### src/rtl/msg_desc_engine.sv
module msg_desc_engine #(
  parameter int AW = 16,
  parameter int DW = 16,
  parameter int RTRT_BIT = 0
) (
  input  logic          clk,
  input  logic          rst_n,
  input  logic          start,
  input  logic [AW-1:0] start_addr,
  output logic          mem_req,
  output logic          mem_we,
  output logic [AW-1:0] mem_addr,
  output logic [DW-1:0] mem_wdata,
  input  logic          mem_ack,
  input  logic [DW-1:0] mem_rdata,
  output logic          xfer_req,
  output logic          desc_rtrt,
  output logic [DW-1:0] desc_ctrl,
  output logic [DW-1:0] desc_ttnm,
  output logic [DW-1:0] desc_dptr,
  output logic [DW-1:0] desc_cmd,
  output logic [DW-1:0] desc_cmd2,
  input  logic          xfer_done,
  input  logic [DW-1:0] xfer_sts,
  input  logic [DW-1:0] xfer_loop,
  input  logic [DW-1:0] xfer_bsts,
  input  logic [DW-1:0] xfer_sts2,
  output logic          busy,
  output logic          done,
  output logic          align_err
);

  typedef enum logic [1:0] {S_IDLE, S_RD, S_XF, S_WR} state_t;

  state_t        state;
  logic [AW-1:0] base;
  logic [2:0]    idx;
  logic [DW-1:0] sts, loopw, bsts, sts2, tag, tmr;
  logic [3:0]    off;
  logic [2:0]    last;

  assign busy      = state != S_IDLE;
  assign mem_req   = state == S_RD || state == S_WR;
  assign mem_we    = state == S_WR;
  assign xfer_req  = state == S_XF;
  assign desc_rtrt = desc_ctrl[RTRT_BIT];
  assign last      = desc_rtrt ? 3'd4 : 3'd3;

  always_comb begin
    if (state == S_WR) off = idx[2] ? 4'd9 : {2'b01, idx[1:0]};
    else               off = idx[2] ? 4'd8 : {2'b00, idx[1:0]};
  end

  assign mem_addr = base + {{(AW-4){1'b0}}, off};

  always_comb begin
    case (idx)
      3'd0:    mem_wdata = sts;
      3'd1:    mem_wdata = loopw;
      3'd2:    mem_wdata = bsts;
      3'd3:    mem_wdata = tag;
      default: mem_wdata = sts2;
    endcase
  end

  always_ff @(posedge clk or negedge rst_n) begin
    if (!rst_n) begin
      state     <= S_IDLE;
      base      <= '0;
      idx       <= '0;
      tmr       <= '0;
      done      <= 1'b0;
      align_err <= 1'b0;
      desc_ctrl <= '0;
      desc_ttnm <= '0;
      desc_dptr <= '0;
      desc_cmd  <= '0;
      desc_cmd2 <= '0;
      sts       <= '0;
      loopw     <= '0;
      bsts      <= '0;
      sts2      <= '0;
      tag       <= '0;
    end else begin
      tmr       <= tmr + 1'b1;
      done      <= 1'b0;
      align_err <= 1'b0;
      case (state)
        S_IDLE: if (start) begin
          if (start_addr[2:0] != 3'd0) begin
            done      <= 1'b1;
            align_err <= 1'b1;
          end else begin
            base  <= start_addr;
            idx   <= '0;
            state <= S_RD;
          end
        end
        S_RD: if (mem_ack) begin
          case (idx)
            3'd0:    desc_ctrl <= mem_rdata;
            3'd1:    desc_ttnm <= mem_rdata;
            3'd2:    desc_dptr <= mem_rdata;
            3'd3:    desc_cmd  <= mem_rdata;
            default: desc_cmd2 <= mem_rdata;
          endcase
          if (idx == 3'd0 && mem_rdata[RTRT_BIT] && base[3]) begin
            state     <= S_IDLE;
            done      <= 1'b1;
            align_err <= 1'b1;
          end else if (idx != 3'd0 && idx == last) begin
            state <= S_XF;
            idx   <= '0;
          end else begin
            idx <= idx + 1'b1;
          end
        end
        S_XF: if (xfer_done) begin
          sts   <= xfer_sts;
          loopw <= xfer_loop;
          bsts  <= xfer_bsts;
          sts2  <= xfer_sts2;
          tag   <= tmr;
          idx   <= '0;
          state <= S_WR;
        end
        default: if (mem_ack) begin
          if (idx == last) begin
            state <= S_IDLE;
            done  <= 1'b1;
          end else begin
            idx <= idx + 1'b1;
          end
        end
      endcase
    end
  end

endmodule

### config.mk
export PLATFORM = sky130hd
export DESIGN_NAME = msg_desc_engine
export DESIGN_NICKNAME = d
export VERILOG_FILES = /design/src/rtl/msg_desc_engine.sv
export SDC_FILE = /design/constraint.sdc
export NUM_CORES = 1
export LEC_CHECK = 0
export BUFFER_PORTS_ARGS = -buffer_cell sky130_fd_sc_hd__buf_2
export CAP_MARGIN = 20
export CORE_ASPECT_RATIO = 0.9
export CORE_MARGIN = 2
export CORE_UTILIZATION = 50
export CTS_CLUSTER_DIAMETER = 60
export DETAILED_ROUTE_END_ITERATION = 12
export GPL_TIMING_DRIVEN = 1
export PLACE_DENSITY = 0.79
export SYNTH_ARGS = -nofsm -noshare
export SYNTH_HDL_FRONTEND = slang
export SYNTH_SLANG_ARGS = --single-unit
### constraint.sdc
create_clock -name clk -period 3.5 [get_ports clk]
set_input_delay 1.05 -clock clk [delete_from_list [all_inputs] [get_ports clk]]
set_output_delay 1.05 -clock clk [all_outputs]
set_load 0.005 [all_outputs]
# Word-level counts from Yosys, hierarchy flattened
# Cells that the tools add are included.
[word_totals]
output_inout_bits = 119
regBits = 199
word_cells = 87
in_bits = 101
[classes]
eq_ne = 14
add_sub_neg = 3
n_mux = 31
n_bitwise = 2
reduce_logical = 21
[op_table]
columns = ["cell", "count"]
rows = [
  ["$pmux W16 S4", 1],
  ["$mux W3", 9],
  ["$reduce_and A3 Y1", 6],
  ["$add A16 B1 Y16 const B", 1],
  ["$add A16 B4 Y16", 1],
  ["$mux W2", 8],
  ["$reduce_and A7 Y1", 2],
  ["$mux W4", 3],
  ["$pmux W3 S3", 1],
  ["$reduce_bool A3 Y1", 3],
  ["$ne A2 B2 Y1 const B", 4],
  ["$eq A3 B2 Y1 const B", 2],
  ["$mux W1", 6],
  ["$pmux W2 S3", 1],
  ["$eq A2 B2 Y1 const B", 2],
  ["$ne A4 B3 Y1 const B", 1],
  ["$reduce_bool A4 Y1", 1],
  ["$reduce_or A4 Y1", 1],
  ["$add A3 B1 Y3 const B", 1],
  ["$eq A3 B1 Y1 const B", 1],
  ["$eq A3 B3 Y1", 1],
  ["$logic_and A1 B1 Y1", 3],
  ["$logic_not A3 Y1", 1],
  ["$ne A3 B1 Y1 const B", 1],
  ["9 further kinds", 10],
]

# Longest topological paths before layout
[depth]
word_depth = 7
ltp_mapped = 9
depth_no_buf = 9

# Worst setup path before layout
# No wires, ideal clock.
[synth_path]
path_kind = "reg2out"
startpoint = "reg state[0]"
endpoint = "out mem_addr[10]"
slack_ns = 0.278
required_ns = 2.450
path_buffers = 0
stages_incl_launch_ff = 10
arrival_time_ns = 2.172
path_cell_list = "dfrtp_1 -> ha_1 -> nand2_1 -> o21ai_0 -> ha_1 -> fa_1 -> a21o_1 -> a21oi_1 -> nor3_1 -> xor2_1"
[synth_between]
elab_chain_len = 3
[synth_rtl]
columns = ["element", "line", "source"]
rows = [
  ["start, declared", "35", "state_t state;"],
  ["start signal, assigned", "68", "state <= S_IDLE;"],
  ["start signal, assigned", "96", "state <= S_RD;"],
  ["start signal, assigned", "108", "state <= S_IDLE;"],
  ["$eq A2 B2 Y1", "-", ""],
  ["via mem_we", "11", "output logic mem_we,"],
  ["$mux W4", "50", "if (state == S_WR) off = idx[2] ? 4'd9 : {2'b01, idx[1:0]};"],
  ["$add A16 B4 Y16", "54", "assign mem_addr = base + {{(AW-4){1'b0}}, off};"],
  ["end, declared", "12", "output logic [AW-1:0] mem_addr,"],
]
# The timed path passes the listed nets, and every way through them passes these cells.

# Final worst setup path
[layout_path]
startpoint = "reg state[1]"
endpoint = "out mem_addr[12]"
[layout_between]
elab_chain_len = 3
[layout_rtl]
columns = ["element", "line"]
rows = [
  ["$eq A2 B2 Y1", "50"],
  ["$mux W4", "50"],
  ["$add A16 B4 Y16", "54"],
]
# Every way passes these cells.

==> flow_metrics.env <==
export IMPL_final_nets=971
export IMPL_crit_arrival_ns=2.52
export IMPL_clockRootBuffer="clkbuf_16"
export IMPL_seqPwrFrac_pct=40.5
export IMPL_internal_power_w=0.00629
export IMPL_dp_hpwl_um=13800
export IMPL_synth_nets=740
export IMPL_fmax_mhz=280
export IMPL_num_fill_cells=1283
export IMPL_hold_violations=0
export IMPL_start_kind="flop"
export IMPL_htree_levels=4
export IMPL_r2r_setup_slack_ns=0.98
export IMPL_clkSinkCount=199
export IMPL_grt_max_degree=82
export IMPL_chipWidth_um=143
export IMPL_p_per_area_nw_per_um2=868
export IMPL_ys_types=49
export IMPL_wl_per_cell_um=18.2
export IMPL_drive_gt1_share_pct=54.4
export IMPL_path_class="flop to primary output"
export IMPL_fp_dieH_um=129
export IMPL_crit_top_cell="ha_2"
export IMPL_synth_top_cell_area_share_pct=57.6
export IMPL_grt_usage_pct=21.9
export IMPL_cts_buffers=17
export IMPL_synth_commonest_cells="dfrtp_1 (199), mux2_2 (171), a22oi_1 (32), nand3_1 (27), nand2_1 (18)"
export IMPL_cpMaxStageDelayCell="dfrtp_1"
export IMPL_violations="setup timing"
export IMPL_cts_hold_buf=0
export IMPL_drcViolationCount=0
export IMPL_syn_area_um2=8640
export IMPL_syn_to_final_growth_pct=24.7
export IMPL_synthArstFlopShare_pct=100
export IMPL_dieArea_um2=18400
export IMPL_synth_cells=623
export IMPL_start_util_pct=51.2
export IMPL_via_per_inst=5.39
export IMPL_port_buffers=219
export IMPL_antenna_found_initial=0
export IMPL_period_needed_ns=3.57
export IMPL_cts_tree="done"
export IMPL_io_pins=220
export IMPL_place_gp_congestion=0.811
export IMPL_path_clk_slew_ns=0.07
export IMPL_gr_total_overflow=0
export IMPL_ys_top_cells_by_area="dfrtp_1 (58%), mux2_2 (22%), a22oi_1 (2.8%), ha_1 (2.2%), nand3_1 (1.6%)"
export IMPL_totalWireLength_um=19700
export IMPL_num_vias=5816
export IMPL_path_cells="ha_2 -> nand2_2 -> o21ai_2 -> ha_2 -> fa_2 -> a21o_1 -> a21oi_2 -> buf_6 -> nor3_2 -> xor2_1 -> buf_2"
export IMPL_drv_cap=0
export IMPL_worstPathRequired_ns=2.45
export IMPL_drtAntennaViolNets=0
export IMPL_num_rows=45
export IMPL_grt_pass1_wl_um=31000
export IMPL_synth_edf_count=0
export IMPL_core_area_um2=16900
export IMPL_cp_slowest_stage_delay_ns=0.38
export IMPL_dominantRegCellSynth="dfrtp_1"
export IMPL_hold_class="flop to flop"
export IMPL_status="finished with violations"
export IMPL_timing_final_crit_share_pct=102
export IMPL_timing_slew_headroom_pct=41.8
export IMPL_holdWs_ns=0.490
export IMPL_p_comb_share_pct=37.8
export IMPL_finalSetupViolations=5
export IMPL_crit_fanout=6
export IMPL_report_final_slew_viol_count=0
export IMPL_ir_worst_vdd_mv=0.415
export IMPL_ys_ff_latch=199
export IMPL_worstMarginPinSlew_ns=0.871
export IMPL_switching_share_pct=32.7
export IMPL_yosysTopAreaCell="dfrtp_1"
export IMPL_switching_power_w=0.00306
export IMPL_clock_skew_ns=0.00685
export IMPL_dr_pass1_iters=4
export IMPL_grt_pass1_vias=6057
export IMPL_yosysSeqAreaShare_pct=57.6
export IMPL_cp_end_kind="primary output"
export IMPL_avgSynthCellArea_um2=13.9
export IMPL_yosysMostFrequentCell="dfrtp_1"
export IMPL_drt_initial_drc_count=275
export IMPL_power_leakage_nw=5.40
export IMPL_cts_buffer_depth=2
export IMPL_clkPwrFrac_pct=21.6
export IMPL_worst_slack_ns=-0.0667
export IMPL_grt_setup_unrepaired="true"
export IMPL_synth_yosys_warnings=0
export IMPL_postLayoutCoreUtil_pct=63.8
export IMPL_clk_latency_ns=0.43
cell usage in the layout (no fill, tap or decap), types with 5 or more instances in the layout:
master     instances
a22oi_1           32
buf_2            218
buf_4             18
clkbuf_16         17
dfrtp_1          197
ha_1              12
inv_1             11
inv_6              5
mux2_2           171
nand2_1           16
nand3_1           27
nor2_1            11
nor3_1             7
o21a_1            16
xnor2_1           13
xor2_1            15
flip-flops by register name, indices dropped and copies added (netlist names):
name and count:
base 16, bsts 16, desc_cmd2 16, desc_cmd 16, desc_ctrl 16, desc_dptr 16, desc_ttnm 16, loopw 16
sts2 16, sts 16, tag 16, tmr 16, idx 3, state 2, align_err 1, done 1
final timing paths:
path                          start       endpoint  cells after the start
min reg2reg                  tag[4]         tag[4]                      2
max reg2reg                  idx[0]  desc_dptr[14]                      5
max in group asynchronous     rst_n  desc_ttnm[15]                      2
min in group asynchronous     rst_n      loopw[13]                      1
min                          tag[4]         tag[4]                      2
max                        state[1]   mem_addr[12]                     11
area by class of cell:
class | count | area (um^2) | share of cell area, %
repair buffers | 241 | 1310 | 12.2
multi-input cells | 384 | 3560 | 33.1
diodes | 1 | 2.50 | 0.0232
clock inverters | 15 | 183 | 1.70
well taps | 211 | 264 | 2.45
clock buffers | 17 | 425 | 3.95
inverters | 11 | 41.3 | 0.383
flip-flops and latches | 199 | 4980 | 46.2
power groups by stage:
stage,clock network (W),logic [W],registers (W)
finish,0.00202,0.00354,0.00379
global placement,0,0.00339,0.00375
global route,0.00215,0.00388,0.00390
detailed placement,0,0.00347,0.00381
CTS,0.00205,0.00354,0.00378
floorplan,0,0.00212,0.00374
per-layer routing:
layer / wire [um] / vias up / track usage (%) / part of all wire (%)
li1: - / 2704 / - / -
met1: 8610 / 2902 / 28.1 / 44
met2: 9500 / 184 / 36.0 / 48
met3: 1210 / 26 / 6.25 / 6.1
met4: 357 / 0 / 7.40 / 1.8
met5: 0 / - / 0 / 0
critical path: cells and delay by family (launching register included):
family                   cells  cell delay (ns)
buffers and inverters        2             0.28
XOR/XNOR                     1             0.17
AO/OA/AOI/OAI                3             0.39
AND/OR/NAND/NOR              2             0.11
adder cells (fa/ha/maj)      3             0.75
flip-flops                   1             0.38
logic make-up after synthesis:
| logic type | after synthesis | synth area share (%) |
|---|---|---|
| fa+ha+maj | 16 | 2.40 |
| mux | 175 | 22.9 |
| xor+xnor | 28 | 2.84 |
| compound gates | 74 | 6.57 |
| simple gates | 91 | 5.59 |
| flops | 199 | 57.6 |
| buf+inv | 40 | 2.06 |
metrics by stage:
| step | setup WS (ns) | TNS, ns | cells | cell area, um^2 | total power, W |
|---|---|---|---|---|---|
| after global routing | -0.170 | -1.03 | 1078 | 10800 | 0.00993 |
| after CTS | -0.0447 | -0.171 | 1077 | 10700 | 0.00937 |
| after detailed placement | 0.103 | 0 | 1039 | 10000 | 0.00728 |
| after floorplan | 0.278 | 0 | 623 | 8640 | 0.00586 |
| final | -0.0667 | -0.209 | 1079 | 10800 | 0.00935 |
| after global placement | 0.229 | 0 | 1039 | 10000 | 0.00713 |
repair_timing:
| item | in CTS | in global routing |
|---|---|---|
| pin swaps | 4 | 5 |
| endpoints found under the setup margin | 12 | 22 |
| resized for setup | 10 | 11 |
| setup buffers | 6 | 1 |
(Power assumes the default switching activity.)
